**src/rtl/flash_sel_pkg.sv**
```systemverilog
package flash_sel_pkg;

    localparam int DEF_ADDR_W   = 20;
    localparam int DEF_OFFSET_W = 14;
    localparam int DEF_SECTORS  = 8;
    localparam int DEF_TERMS    = 3;

    // Compare a masked field; a set mask bit means "care".
    function automatic logic field_match(
        input logic [31:0] a,
        input logic [31:0] v,
        input logic [31:0] m
    );
        return ((a ^ v) & m) == 32'd0;
    endfunction

endpackage

```
**src/rtl/flash_sel_cfg.sv**
```systemverilog
module flash_sel_cfg #(
    parameter int SECTORS = flash_sel_pkg::DEF_SECTORS,
    parameter int TERMS   = flash_sel_pkg::DEF_TERMS,
    parameter int UPPER_W = 6,
    localparam int SW     = $clog2(SECTORS),
    localparam int TW     = (TERMS > 1) ? $clog2(TERMS + 1) : 1,
    localparam int NT     = SECTORS * TERMS
) (
    input  logic               clk,
    input  logic               rst_n,
    input  logic               cfg_we,
    input  logic [SW-1:0]      cfg_sector,
    input  logic [TW-1:0]      cfg_term,
    input  logic [UPPER_W-1:0] cfg_value,
    input  logic [UPPER_W-1:0] cfg_mask,
    input  logic               cfg_enable,
    input  logic               prot_we,
    input  logic [SW-1:0]      prot_sector,
    input  logic               prot_value,
    output logic [NT-1:0]         term_en,
    output logic [NT*UPPER_W-1:0] term_val,
    output logic [NT*UPPER_W-1:0] term_msk,
    output logic [SECTORS-1:0]    lock
);

    typedef struct packed {
        logic               en;
        logic [UPPER_W-1:0] val;
        logic [UPPER_W-1:0] msk;
    } term_t;

    typedef struct packed {
        term_t [NT-1:0]     terms;
        logic [SECTORS-1:0] lock;
    } state_t;

    state_t st_d, st_q;

    always_comb begin
        st_d = st_q;
        for (int i = 0; i < NT; i++) begin
            if (cfg_we && (int'(cfg_term) < TERMS) &&
                (int'(cfg_sector) * TERMS + int'(cfg_term) == i)) begin
                st_d.terms[i].en  = cfg_enable;
                st_d.terms[i].val = cfg_value;
                st_d.terms[i].msk = cfg_mask;
            end
        end
        for (int s = 0; s < SECTORS; s++) begin
            if (prot_we && (int'(prot_sector) == s)) begin
                st_d.lock[s] = prot_value;
            end
        end
    end

    always_ff @(posedge clk or negedge rst_n) begin
        if (!rst_n) begin
            st_q <= '0;
        end else begin
            st_q <= st_d;
        end
    end

    for (genvar i = 0; i < NT; i++) begin : g_out
        assign term_en[i]                       = st_q.terms[i].en;
        assign term_val[i*UPPER_W +: UPPER_W]   = st_q.terms[i].val;
        assign term_msk[i*UPPER_W +: UPPER_W]   = st_q.terms[i].msk;
    end
    assign lock = st_q.lock;

endmodule

```
**src/rtl/flash_sel_term.sv**
```systemverilog
module flash_sel_term #(
    parameter int UPPER_W = 6
) (
    input  logic [UPPER_W-1:0] addr_hi,
    input  logic               en,
    input  logic [UPPER_W-1:0] val,
    input  logic [UPPER_W-1:0] msk,
    output logic               hit
);

    logic [31:0] a_w, v_w, m_w;

    always_comb begin
        a_w = 32'(addr_hi);
        v_w = 32'(val);
        m_w = 32'(msk);
        hit = en && flash_sel_pkg::field_match(a_w, v_w, m_w);
    end

endmodule

```
**src/rtl/flash_sel_prio.sv**
```systemverilog
module flash_sel_prio #(
    parameter int SECTORS = flash_sel_pkg::DEF_SECTORS
) (
    input  logic [SECTORS-1:0] raw,
    output logic [SECTORS-1:0] win,
    output logic               multi
);

    // Isolate the lowest set bit: raw & two's complement of raw.
    always_comb begin
        win   = raw & (~raw + SECTORS'(1));
        multi = |(raw & ~win);
    end

endmodule

```
**src/rtl/flash_sector_decoder.sv**
```systemverilog
module flash_sector_decoder #(
    parameter int ADDR_W   = flash_sel_pkg::DEF_ADDR_W,
    parameter int OFFSET_W = flash_sel_pkg::DEF_OFFSET_W,
    parameter int SECTORS  = flash_sel_pkg::DEF_SECTORS,
    parameter int TERMS    = flash_sel_pkg::DEF_TERMS,
    localparam int UPPER_W = ADDR_W - OFFSET_W,
    localparam int SW      = $clog2(SECTORS),
    localparam int TW      = (TERMS > 1) ? $clog2(TERMS + 1) : 1,
    localparam int NT      = SECTORS * TERMS
) (
    input  logic                clk,
    input  logic                rst_n,
    input  logic [ADDR_W-1:0]   addr,
    input  logic                chip_en,
    input  logic                cfg_we,
    input  logic [SW-1:0]       cfg_sector,
    input  logic [TW-1:0]       cfg_term,
    input  logic [UPPER_W-1:0]  cfg_value,
    input  logic [UPPER_W-1:0]  cfg_mask,
    input  logic                cfg_enable,
    input  logic                prot_we,
    input  logic [SW-1:0]       prot_sector,
    input  logic                prot_value,
    output logic [SECTORS-1:0]  sel,
    output logic                overlap,
    output logic                prot_hit,
    output logic [OFFSET_W-1:0] offset
);

    logic [NT-1:0]         term_en;
    logic [NT*UPPER_W-1:0] term_val;
    logic [NT*UPPER_W-1:0] term_msk;
    logic [SECTORS-1:0]    lock;
    logic [NT-1:0]         term_hit;
    logic [SECTORS-1:0]    raw_hit;
    logic [UPPER_W-1:0]    addr_hi;

    assign addr_hi = addr[ADDR_W-1:OFFSET_W];
    assign offset  = addr[OFFSET_W-1:0];

    flash_sel_cfg #(
        .SECTORS (SECTORS),
        .TERMS   (TERMS),
        .UPPER_W (UPPER_W)
    ) u_cfg (
        .clk         (clk),
        .rst_n       (rst_n),
        .cfg_we      (cfg_we),
        .cfg_sector  (cfg_sector),
        .cfg_term    (cfg_term),
        .cfg_value   (cfg_value),
        .cfg_mask    (cfg_mask),
        .cfg_enable  (cfg_enable),
        .prot_we     (prot_we),
        .prot_sector (prot_sector),
        .prot_value  (prot_value),
        .term_en     (term_en),
        .term_val    (term_val),
        .term_msk    (term_msk),
        .lock        (lock)
    );

    for (genvar s = 0; s < SECTORS; s++) begin : g_sec
        for (genvar t = 0; t < TERMS; t++) begin : g_term
            localparam int IDX = s * TERMS + t;
            flash_sel_term #(
                .UPPER_W (UPPER_W)
            ) u_term (
                .addr_hi (addr_hi),
                .en      (term_en[IDX]),
                .val     (term_val[IDX*UPPER_W +: UPPER_W]),
                .msk     (term_msk[IDX*UPPER_W +: UPPER_W]),
                .hit     (term_hit[IDX])
            );
        end
        assign raw_hit[s] = chip_en && (|term_hit[s*TERMS +: TERMS]);
    end

    flash_sel_prio #(
        .SECTORS (SECTORS)
    ) u_prio (
        .raw   (raw_hit),
        .win   (sel),
        .multi (overlap)
    );

    assign prot_hit = |(sel & lock);

endmodule

```
**config.mk**
```make
export PLATFORM = sky130hd
export DESIGN_NAME = flash_sector_decoder
export DESIGN_NICKNAME = d
export VERILOG_FILES = /design/src/rtl/flash_sel_pkg.sv /design/src/rtl/flash_sel_cfg.sv /design/src/rtl/flash_sel_term.sv /design/src/rtl/flash_sel_prio.sv /design/src/rtl/flash_sector_decoder.sv
export SDC_FILE = /design/constraint.sdc
export NUM_CORES = 1
export LEC_CHECK = 0
export BUFFER_PORTS_ARGS = -buffer_cell sky130_fd_sc_hd__buf_2
export CORE_AREA = 4 4 212 214
export CTS_BUF_LIST = sky130_fd_sc_hd__clkbuf_8
export DETAILED_ROUTE_END_ITERATION = 6
export DIE_AREA = 0 0 216 218
export REMOVE_ABC_BUFFERS = 1
export SYNTH_ARGS = -nofsm -noshare
export SYNTH_HDL_FRONTEND = slang
export SYNTH_SLANG_ARGS = --single-unit
```
**constraint.sdc**
```tcl
create_clock -name clk -period 2.9 [get_ports clk]
set_input_delay 0.145 -clock clk [delete_from_list [all_inputs] [get_ports clk]]
set_output_delay 0.145 -clock clk [all_outputs]
set_load 0.05 [all_outputs]
```
* After elaboration in Yosys (flattened, before gate mapping)
Cells that the tools add are included.
** Operators by class
- Multipliers :: 1
- $add $sub $neg :: 2
- Equal/unequal tests :: 30
- Bitwise logic cells :: 53
- Reduce and logical (&&, ||, !) cells :: 101
- Order comparisons :: 1
** Operators by type and width (count)
- zero test 32 bit :: 25
- AND 32 x 6 -> 32 bit :: 24
- equality test 32 x 5 -> 1 bit, second input constant :: 8
- equality test 32 x 6 -> 1 bit, second input constant :: 8
- bitwise XOR 6 bit :: 24
- equality test 32 x 4 -> 1 bit, second input constant :: 4
- logical AND 1 bit :: 65
- equality test 32 x 3 -> 1 bit, second input constant :: 2
- adder 32 x 3 -> 32 bit :: 1
- equality test 32 x 2 -> 1 bit, second input constant :: 1
- AND 8 bit :: 3
- OR reduction 3 bit :: 8
- NOT 8 bit :: 2
- OR reduction 8 bit :: 2
- equality test 3 bit, second input constant :: 4
- adder 8 x 1 -> 8 bit, second input constant :: 1
- equality test 3 x 2 -> 1 bit, second input constant :: 2
- multiplier 3 x 2 -> 5 bit, second input constant :: 1
- equality test 3 x 1 -> 1 bit, second input constant :: 1
- zero test 3 bit :: 1
- less-than comparator 2 bit, second input constant :: 1
** Storage, ports and cells
- Word-level logic and storage cells :: 268
- Output and inout bits :: 24
- Input port bits :: 47
- Register bits :: 320

* Depth between registers and ports, before layout
Gate-level depths: netlist of the first run.
- Word-level depth :: 12
- Mapped depth :: 12
- Depth with buffers taken out :: 10

* Cells and area by module
Synthesis of the first run repeated with hierarchy kept, for this count alone.
** Second synthesis, totals
- Cells, all modules :: 1048
- Area total of the unflattened synthesis :: 14876.8 µm²
** Modules (own cells, without submodules)
- flash_sel_cfg :: cells an instance 762, times used 1, seq. area each 8007.7 µm², area an instance 12529.5 µm²
- flash_sel_term :: cells an instance 10, times used 24, seq. area each 0.0 µm², area an instance 82.6 µm²
- flash_sector_decoder :: cells an instance 28, times used 1, seq. area each 0.0 µm², area an instance 219.0 µm²
- flash_sel_prio :: cells an instance 18, times used 1, seq. area each 0.0 µm², area an instance 146.4 µm²

* Worst setup path before layout of the first run
No wires, ideal clock.
- Path type :: input -> output
- Start point :: input port addr[15]
- End point :: output port overlap
- Buffers on the path :: 3
- Stages on the path :: 10
- Arrival :: 2.768 ns
- Data required time :: 2.755 ns
- Slack :: -0.013 ns
- Path through :: buf_4 -> buf_6 -> buf_6 -> xor2_1 -> a222oi_1 -> nand4_1 -> nand3_1 -> maj3_1 -> nor3b_1 -> o32ai_1
** Between the ends
- Longest elaborated chain between the ends :: 12
- Elaborated cells on any way between the ends :: 118
- Those cells by class :: add/sub (1); bitwise (52); reduce/logical (65)
** RTL lines
- start, declared :: RTL line flash_sector_decoder.sv:13 : input logic [ADDR_W-1:0] addr,
- bitwise XOR 6 bit :: RTL line flash_sel_pkg.sv:14 : return ((a ^ v) & m) == 32'd0;
- AND 32 x 6 -> 32 bit :: RTL line flash_sel_pkg.sv:14
- zero test 32 bit :: RTL line flash_sel_pkg.sv:14
- logical AND 1 bit :: RTL line flash_sel_term.sv:17 : hit = en && flash_sel_pkg::field_match(a_w, v_w, m_w);
- OR reduction 3 bit :: RTL line flash_sector_decoder.sv:76 : assign raw_hit[s] = chip_en && (|term_hit[s*TERMS +: TERMS]);
- logical AND 1 bit :: RTL line flash_sector_decoder.sv:76
- NOT 8 bit :: RTL line flash_sel_prio.sv:11 : win = raw & (~raw + SECTORS'(1));
- adder 8 x 1 -> 8 bit :: RTL line flash_sel_prio.sv:11
- AND 8 bit :: RTL line flash_sel_prio.sv:11
- NOT 8 bit :: RTL line flash_sel_prio.sv:12 : multi = |(raw & ~win);
- AND 8 bit (*) :: RTL line flash_sel_prio.sv:12
- OR reduction 8 bit (*) :: RTL line flash_sel_prio.sv:12
- end, declared :: RTL line flash_sector_decoder.sv:25 : output logic overlap,
Every way passes the cells marked *; elsewhere a longest branch is shown, timed or not.

* Worst setup path in the final report of the first run
- Start point :: register u_cfg.st_q (netlist bit u_cfg.term_val[98])
- End point :: output port prot_hit
** Between the ends
- Longest elaborated chain between the ends :: 11
** RTL lines
- start, declared :: RTL line flash_sel_cfg.sv:37 : state_t st_d, st_q;
- start signal, assigned :: RTL line flash_sel_cfg.sv:60 : st_q <= st_d;
- bitwise XOR 6 bit (*) :: RTL line flash_sel_pkg.sv:14
- AND 32 x 6 -> 32 bit (*) :: RTL line flash_sel_pkg.sv:14
- zero test 32 bit (*) :: RTL line flash_sel_pkg.sv:14
- logical AND 1 bit (*) :: RTL line flash_sel_term.sv:17
- OR reduction 3 bit (*) :: RTL line flash_sector_decoder.sv:76
- logical AND 1 bit (*) :: RTL line flash_sector_decoder.sv:76
- NOT 8 bit :: RTL line flash_sel_prio.sv:11
- adder 8 x 1 -> 8 bit :: RTL line flash_sel_prio.sv:11
- AND 8 bit (*) :: RTL line flash_sel_prio.sv:11
- AND 8 bit (*) :: RTL line flash_sector_decoder.sv:87 : assign prot_hit = |(sel & lock);
- OR reduction 8 bit (*) :: RTL line flash_sector_decoder.sv:87
- end, declared :: RTL line flash_sector_decoder.sv:26 : output logic prot_hit,
Marked as above.

==> results.py, run 1 <==
metrics = {
    "placement": {
        "dp_hpwl_um": 21730,
        "dp.cells": 1674,
        "dp_worst_setup_slack_ns": 0.009244,
        "numPortBuffers": 42,
        "place.gp.congestion": 0.7284,
    },
    "global_routing": {
        "track_usage_pct": 15.71,
        "globalRouteMet1Util_pct": 22.21,
        "grt_max_degree": 98,
        "top_usage_layer": "met2",
        "grt_pass1_wl_um": 57440,
        "grt_use_met2_pct": 25.78,
        "antenna_found_initial": 0,
        "use_met3_pct": 2.536,
        "grt_pass1_vias": 9500,
        "overflow": 0,
    },
    "pwr": {
        "power.leakage_nw": 7.988,
        "power.density_mw_per_mm2": 938.4,
        "irDropWorstVdd_mv": 0.3149,
    },
    "timing": {
        "tightest_slew_ns": 0.8767,
        "slew_violations": 0,
        "max_clock_freq_mhz": 334.8,
        "rsz0062_at_grt": "yes",
        "clock_skew_ns": 0,
        "setup_viol": 3,
        "max_slew_margin_pct": 41.55,
        "timing.final.crit_share_pct": 103.0,
        "fin_crit_ns": 2.987,
        "hold_viol_final": 0,
        "final.setup.worst_slack_ns": -0.08678,
    },
    "critical_path": {
        "crit_path_end_kind": "output port",
        "cp_num_buf_inv": 3,
        "arrival_ns": 2.84,
        "cp_cell_sequence": "xor2_1, a222oi_1, nand4_1, nand3_4, buf_4, nor4b_4, buf_4, a211o_1, buf_6",
        "worstPathMaxFanout": 3,
        "max_stage_delay_ns": 0.40,
        "crit_type": "reg -> out",
        "cp_slowest_cell": "dfrtp_1",
        "reg2reg_setup_slack_ns": 1.69,
        "startpoint_type": "flop",
        "crit_top_cell": "buf_4",
        "required_ns": 2.76,
        "cp_top_family": "compound AO/OA/AOI/OAI gates",
    },
    "logic_synthesis": {
        "syn_avg_cell_area_sq_um": 13.69,
        "syn_inst": 1088,
        "ys_ff_latch": 320,
        "ys_seq_area_share_pct": 53.78,
        "synth_edf_count": 0,
        "async_reset_ff_share_pct": 100.0,
        "yosysWarningCount": 0,
        "synth_cell_types": 50,
        "syn_area_sq_mm": 0.01489,
        "ys.flop_type": "dfrtp_1",
    },
    "routing": {
        "drt_iter0_drc": 426,
        "wl_per_cell_um": 20.70,
        "drc": 0,
        "drt_pre_antenna_iters": 5,
        "vias": 8851,
        "wirelength_um": 36690,
        "viasPerCell": 4.992,
        "ant_nets": 0,
    },
    "job": {
        "max_cap_violations": 0,
    },
    "clocking": {
        "cts_sinks": 320,
        "insertion_delay_ns": 0.56,
        "clk_path_buf_depth": 3,
        "cts_root_buf": "clkbuf_8",
        "clk_pin_slew_worst_paths_ns": 0.07,
        "cts_htree_levels": 2,
        "cts_made_buffers": 52,
        "cts_tree": "yes",
    },
    "final_layout": {
        "fin_nets": 1209,
        "fill_cells": 4037,
        "diodes": 0,
        "area_delta_synth_final_pct": 14.10,
        "final_cells": 1773,
        "drive_gt1_share_pct": 41.58,
    },
    "hold_path": {
        "hp-class": "in -> async",
    },
    "floorplanning": {
        "core_sq_mm": 0.04289,
        "ios": 71,
        "die_area_sq_mm": 0.04709,
        "die_h_um": 218,
        "core.rowCount": 76,
        "initial_utilization_pct": 34.72,
        "die_w_um": 216,
    },
    "outcome": {
        "outcome": "finished, violations left",
        "violations": "negative setup slack",
    },
}
==> placed cells by master, fill, tap and decap left out, drive strengths merged, types with 21 or more instances in the layout <==
master / count
buf: 90
dfrtp: 320
inv: 24
clkbuf: 67
a222oi: 24
nand2: 41
nor2: 21
nand4: 25
xor2: 146
mux2: 319
a22oi: 25
==> per-layer routing <==
| metal | share of wire [%] | up-vias |
|---|---|---|
| met2 | 47 | 142 |
| met1 | 48 | 4677 |
| met4 | 1.3 | 0 |
| met5 | 0 | - |
| met3 | 3.1 | 46 |
| li1 | - | 3986 |
==> cell usage after synthesis (3+ instances only) <==
library cell,count,area [sq um]
nand2b_1,3,18.77
and4_1,4,35.03
buf_4,30,225.2
dfrtp_1,320,8008
inv_1,7,26.28
a22oi_1,25,187.7
nand3_1,8,40.04
buf_2,10,50.05
clkbuf_1,31,116.4
a222oi_1,24,240.2
nor3b_1,5,37.54
nand2_1,41,153.9
mux2_2,319,3592
buf_6,16,180.2
nand4_1,24,150.1
nor2_1,21,78.83
ha_1,5,62.56
and3_1,7,43.79
nor3_1,3,15.01
xor2_1,146,1279
==> worst register-to-register path, cell delays in order (launching register included) <==
cell and delay (ns):
dfrtp_1 0.37, inv_1 0.08, o21ai_0 0.09, dlygate4sd3_1 0.56
==> sequential cells by signal, summed over array words and instances, names as in the netlist <==
register and cells:
u_cfg.term_en 24, u_cfg.lock 8, u_cfg.term_val 144, u_cfg.term_msk 144
==> cell families (layout without fill, tap and decap cells) <==
group	after synthesis	count (layout)	share of synthesized area, %
flops	320	320	53.78
mux	319	319	24.12
xor+xnor	148	148	8.705
simple gates	131	131	4.790
buf+inv	96	196	4.067
compound gates	66	66	3.781
fa+ha+maj	8	8	0.7563
==> power breakdown <==
part	total (mW)	switching [mW]	internal (mW)
combinational	4.93	2.30	2.63
clock	3.72	1.73	1.99
sequential	7.30	1.01	6.29
total	15.9	5.03	10.9
==> worst paths after layout <==
path	startpoint	to	depth (start not counted)
max	u_cfg.term_val[98]$_DFFE_PN0P_	prot_hit	9
min	rst_n	u_cfg.term_val[67]$_DFFE_PN0P_	2
max reg2reg	u_cfg.lock[2]$_DFFE_PN0P_	u_cfg.lock[2]$_DFFE_PN0P_	3
min reg2reg	u_cfg.term_en[12]$_DFFE_PN0P_	u_cfg.term_en[12]$_DFFE_PN0P_	1
max in group asynchronous	rst_n	u_cfg.term_msk[90]$_DFFE_PN0P_	3
min in group clk	addr[0]	offset[0]	0
==> final cells by class <==
cell class / instances / area (sq um) / share of cell area [%]
Clock inverter: 22 / 88.84 / 0.5229
Sequential cell: 320 / 8008 / 47.13
Inverter: 7 / 26.28 / 0.1547
Clock buffer: 65 / 894.6 / 5.265
Multi-Input combinational cell: 672 / 6324 / 37.22
Timing Repair Buffer: 102 / 917.1 / 5.398
Tap cell: 585 / 732.0 / 4.308
==> stage by stage <==
stage	TNS, ns	power [mW]	hold slack [ns]	cell area [sq um]	util (%)
after floorplan	0	10.56	-0.1506	14310	-
after global placement	0	11.95	0.2273	15820	36.90
after detailed placement	0	12.14	0.2197	15820	36.90
after CTS	-0.1607	16.12	0.1841	16970	39.57
after global routing	-0.5503	16.97	0.2205	16990	39.62
final	-0.1382	15.94	0.1636	16990	39.62
==> what timing repair did <==
item,CTS,global route
pin swaps,10,4
buffers inserted,1,1
endpoints found under the setup margin,4,5
hold endpoints to repair,99,0
gates resized for setup,14,4
hold buffers,10,0
Note: power is estimated with default switching activity, not from simulation.
==> run 2: changes to the inputs <==
RECOVER_POWER = 100   (was unset)
==> run 2 against run 1 <==
Effect of this change: the flow finishes with violations (max-capacitance violations, max-slew violations, negative setup slack); register-to-register slack about the same; combinational power about the same; final cell count unchanged; first-iteration DRC count increased by 2.6%; worst hold slack improved by 0.13 ns; critical endpoint unchanged; largest cell class unchanged; highest routed layer unchanged.
==> results.py, run 2 (same netlist as run 1, synthesis figures left out) <==
metrics = {
    "routing": {
        "viasPerCell": 5.012,
        "wl_per_cell_um": 20.74,
        "drt_iter0_drc": 437,
        "wirelength_um": 36770,
        "drc": 0,
        "drt_pre_antenna_iters": 7,
        "vias": 8886,
        "ant_nets": 0,
    },
    "global_routing": {
        "track_usage_pct": 15.71,
        "grt_max_degree": 98,
        "grt_pass1_wl_um": 57440,
        "antenna_found_initial": 0,
        "grt_pass1_vias": 9500,
        "overflow": 0,
    },
    "clocking": {
        "cts_made_buffers": 52,
        "cts_htree_levels": 2,
        "cts_tree": "yes",
        "insertion_delay_ns": 0.57,
        "clk_pin_slew_worst_paths_ns": 0.07,
        "cts_root_buf": "clkbuf_8",
        "clk_path_buf_depth": 3,
        "cts_sinks": 320,
    },
    "critical_path": {
        "required_ns": 2.76,
        "arrival_ns": 2.85,
        "crit_top_cell": "buf_4",
        "cp_num_buf_inv": 3,
        "crit_type": "reg -> out",
        "cp_slowest_cell": "dfrtp_1",
        "crit_path_end_kind": "output port",
        "worstPathMaxFanout": 3,
        "cp_cell_sequence": "xor2_1, a222oi_1, nand4_1, nand3_4, buf_4, nor4b_4, buf_4, a211o_1, buf_6",
        "cp_top_family": "compound AO/OA/AOI/OAI gates",
        "max_stage_delay_ns": 0.40,
        "startpoint_type": "flop",
    },
    "floorplanning": {
        "die_area_sq_mm": 0.04709,
        "core.rowCount": 76,
        "die_h_um": 218,
        "initial_utilization_pct": 34.72,
        "core_sq_mm": 0.04289,
        "die_w_um": 216,
        "ios": 71,
    },
    "final_layout": {
        "fin_nets": 1209,
        "final_common_cell": "dfrtp_1",
        "drive_gt1_share_pct": 40.40,
        "mostFrequentLayoutCells": "dfrtp_1 (320), mux2_2 (319), xor2_1 (146)",
        "diodes": 0,
        "final_cells": 1773,
        "final_util_pct": 39.16,
        "area_delta_synth_final_pct": 12.78,
    },
    "outcome": {
        "outcome": "finished, violations left",
        "violations": "max-capacitance violations, max-slew violations, negative setup slack",
    },
    "hold_path": {
        "hp-class": "in -> out",
    },
    "placement": {
        "dp_worst_setup_slack_ns": 0.009244,
        "dp.cells": 1674,
        "numPortBuffers": 42,
        "place.gp.congestion": 0.7284,
        "dp_hpwl_um": 21730,
    },
    "timing": {
        "rsz0062_at_grt": "yes",
        "clock_skew_ns": 0,
        "tightest_slew_ns": 2.472,
        "finalSetupTns_ns": -0.1512,
        "fin_crit_ns": 2.990,
        "max_slew_margin_pct": -64.83,
        "max_clock_freq_mhz": 334.4,
        "setup_viol": 3,
        "slew_violations": 98,
        "hold_viol_final": 0,
        "holdWs_ns": 0.2904,
        "final.setup.worst_slack_ns": -0.09043,
        "timing.final.crit_share_pct": 103.1,
    },
    "pwr": {
        "power.density_mw_per_mm2": 948.0,
        "irDropWorstVdd_mv": 0.3149,
        "power.leakage_nw": 7.906,
    },
    "job": {
        "max_cap_violations": 1,
    },
}
-- run 2: per-layer routing --
metal | GRT usage, % | wire (um)
met1 | 22.21 | 17640
met4 | 3.200 | 470
met5 | 0 | 0
met2 | 25.78 | 17450
met3 | 2.536 | 1213
-- run 2: where the power goes --
part,switching [mW],leakage (nW),internal [mW]
registers,1.02,4.14,6.29
clock network,1.73,0.577,1.99
logic,2.29,3.19,2.61
-- run 2: area by class of cell --
type                    count  area, sq um
inverters                   7        26.28
clock buffers              65        894.6
clock inverters            22        88.84
repair buffers            102        735.7
well taps                 585        732.0
multi-input cells         672         6309
flip-flops and latches    320         8008
fillers                  4071        26090
-- run 2: what timing repair did --
item	4_1_cts	5_1_grt
resized for setup	14	4
setup buffers	1	1
hold buffers	10	0
cloned	0	0
endpoints found under the hold margin	99	0
setup endpoints to repair	4	5
pin swaps	10	4
-- run 2: final timing paths --
| path | slack, ns | start | cells after the start | end |
|---|---|---|---|---|
| min | 0.29 | addr[0] | 0 | offset[0] |
| max reg2reg | 1.69 | u_cfg.lock[2]$_DFFE_PN0P_ | 3 | u_cfg.lock[2]$_DFFE_PN0P_ |
| min reg2reg | 0.50 | u_cfg.term_en[12]$_DFFE_PN0P_ | 1 | u_cfg.term_en[12]$_DFFE_PN0P_ |
| max in group asynchronous | 0.43 | rst_n | 3 | u_cfg.term_val[134]$_DFFE_PN0P_ |
| min in group asynchronous | 0.85 | rst_n | 2 | u_cfg.term_val[67]$_DFFE_PN0P_ |
| max | -0.09 | u_cfg.term_val[98]$_DFFE_PN0P_ | 9 | prot_hit |
-- run 2: per-stage QoR --
stage,total power [mW],area [sq um]
floorplan,10.56,14310
global placement,11.95,15820
detailed placement,12.14,15820
CTS,16.12,16970
global route,16.94,16790
finish,15.92,16790
==> run 3: changes to the inputs <==
clock period = 3.5 ns   (was 2.9 ns; I/O delays follow)
==> run 3 against run 2 <==
Effect of this change: the run ends with max-capacitance violations, max-slew violations left; sequential share of layout area is 0.38 points higher; critical path depth is the same; worst setup slack gained 0.37 ns; largest cell class unchanged.
==> results.py, run 3 (same netlist as run 1, synthesis figures left out) <==
metrics = {
    "outcome": {
        "outcome": "finished, violations left",
        "violations": "max-capacitance violations, max-slew violations",
    },
    "clocking": {
        "cts_made_buffers": 54,
        "insertion_delay_ns": 0.57,
        "cts_htree_levels": 2,
        "clk_pin_slew_worst_paths_ns": 0.06,
        "clk_path_buf_depth": 3,
        "cts_sinks": 320,
        "cts_resized": 0,
        "cts_root_buf": "clkbuf_8",
        "cts_tree": "yes",
    },
    "final_layout": {
        "finalInstanceArea_sq_mm": 0.01666,
        "final_cells": 1767,
        "area_delta_synth_final_pct": 11.88,
        "final_util_pct": 38.85,
        "drive_gt1_share_pct": 37.73,
        "fin_nets": 1203,
        "final_common_cell": "dfrtp_1",
        "mostFrequentLayoutCells": "dfrtp_1 (320), mux2_2 (319), xor2_1 (146)",
        "diodes": 0,
    },
    "routing": {
        "drt_pre_antenna_iters": 6,
        "wirelength_um": 37070,
        "vias": 8874,
        "wl_per_cell_um": 20.98,
        "ant_nets": 0,
        "drc": 0,
        "viasPerCell": 5.022,
        "drt_iter0_drc": 500,
    },
    "critical_path": {
        "crit_path_end_kind": "output port",
        "reg2reg_setup_slack_ns": 2.24,
        "required_ns": 3.32,
        "crit_type": "reg -> out",
        "max_stage_delay_ns": 0.42,
        "cp_slowest_cell": "a222oi_1",
        "timing.rr.start": "u_cfg.lock[2]$_DFFE_PN0P_",
        "arrival_ns": 3.05,
        "cp_num_buf_inv": 2,
        "startpoint_type": "flop",
        "worstPathMaxFanout": 6,
        "cp_top_family": "simple AND/OR/NAND/NOR gates",
        "ff2ff_path_depth": 3,
        "cp_cell_sequence": "xor2_1, a222oi_1, nand4_1, and3_1, nand4_2, buf_4, nor3b_1, o32ai_1, clkbuf_2",
        "r2r_end": "u_cfg.lock[2]$_DFFE_PN0P_",
    },
    "floorplanning": {
        "initial_utilization_pct": 34.72,
        "core.rowCount": 76,
        "die_h_um": 218,
        "ios": 71,
        "die_area_sq_mm": 0.04709,
        "core_sq_mm": 0.04289,
        "die_w_um": 216,
    },
    "timing": {
        "max_slew_margin_pct": -47.19,
        "max_clock_freq_mhz": 310.6,
        "tightest_slew_ns": 2.208,
        "timing.final.crit_share_pct": 92.00,
        "setup_viol": 0,
        "hold_viol_final": 0,
        "fin_crit_ns": 3.220,
        "clock_skew_ns": 0,
        "rsz0062_at_grt": "no",
        "slew_violations": 83,
        "finalSetupTns_ns": 0,
    },
    "global_routing": {
        "grt_pass1_vias": 9574,
        "grt_max_degree": 94,
        "grt_pass1_wl_um": 58110,
        "antenna_found_initial": 1,
        "overflow": 0,
        "track_usage_pct": 15.91,
    },
    "placement": {
        "numPortBuffers": 42,
        "placed_cell_area_sq_mm": 0.01567,
        "dp.cells": 1670,
        "dp_hpwl_um": 21720,
        "place.gp.congestion": 0.7723,
    },
    "hold_path": {
        "hp-class": "in -> reg",
        "min_path_cells": 3,
        "hp-start": "prot_sector[0]",
        "hold_path_end": "u_cfg.lock[5]$_DFFE_PN0P_",
    },
    "pwr": {
        "p_total_mw": 13.15,
        "power.leakage_nw": 7.794,
        "irDropWorstVdd_mv": 0.2775,
        "power.density_mw_per_mm2": 789.1,
    },
    "job": {
        "max_cap_violations": 1,
    },
}
## run 3: changes by cell type in the layout (fill, tap and decap cells not counted), moves of 2 or more
cell | before | now
and3_1 | 4 | 7
and3_4 | 2 | 0
buf_4 | 13 | 19
buf_6 | 5 | 0
bufinv_16 | 0 | 2
clkbuf_1 | 11 | 28
clkbuf_2 | 20 | 4
clkbuf_4 | 5 | 0
clkinv_2 | 5 | 1
dlygate4sd3_1 | 10 | 8
inv_1 | 24 | 29
nand3_1 | 7 | 10
nand3_2 | 2 | 0
## run 3: layout make-up
| type | instances | area, sq um |
|---|---|---|
| Fill cell | 4124 | 26230 |
| Sequential cell | 320 | 8008 |
| Multi-Input combinational cell | 672 | 6252 |
| Clock buffer | 64 | 880.8 |
| Tap cell | 585 | 732.0 |
| Timing Repair Buffer | 94 | 613.1 |
| Clock inverter | 25 | 147.6 |
| Inverter | 7 | 26.28 |
## run 3: worst reg2reg max path: stages, from the launching register on
cell and delay, ns:
dfrtp_1 0.38, inv_1 0.11, o21ai_0 0.09, dlygate4sd3_1 0.57
## run 3: routing by layer
layer / global-route usage, % / share of wire, % / vias to the layer above
met2: 25.85 / 46 / 158
met1: 22.51 / 49 / 4688
met3: 2.592 / 3.1 / 58
met5: 0 / 0 / -
met4: 3.691 / 1.8 / 0
li1: - / - / 3970
## run 3: report_power, final
part           leakage, nW  internal [mW]  switching, mW
Combinational         3.04           2.02           1.85
Sequential            4.14           5.21          0.847
Clock                0.610           1.78           1.44
Total                 7.79           9.01           4.14
## run 3: worst max path at each step
stage | start | end | slack, ns | cells after the start
final | u_cfg.term_val[52]$_DFFE_PN0P_ | overlap | 0.28 | 9
after global routing | u_cfg.term_val[52]$_DFFE_PN0P_ | overlap | 0.05 | 9
after CTS | u_cfg.term_val[52]$_DFFE_PN0P_ | overlap | 0.22 | 9
after detailed placement | cfg_sector[1] | u_cfg.term_msk[41]$_DFFE_PN0P_ | 0.42 | 10
after global placement | cfg_sector[1] | u_cfg.term_en[3]$_DFFE_PN0P_ | 0.44 | 11
after floorplan | cfg_sector[0] | u_cfg.term_en[9]$_DFFE_PN0P_ | 0.68 | 9
## run 3: timing repair
item | 4_1_cts | 5_1_grt
buffers inserted | 0 | 0
hold endpoints to repair | 88 | 0
hold buffers | 8 | 0
## run 3: through the flow
step / hold slack [ns] / setup slack (ns)
after floorplan: -0.1206 / 0.6787
after global placement: 0.2085 / 0.4405
after detailed placement: 0.2079 / 0.4201
after CTS: 0.01090 / 0.2206
after global routing: 0.03109 / 0.04985
final: 0.05085 / 0.2800
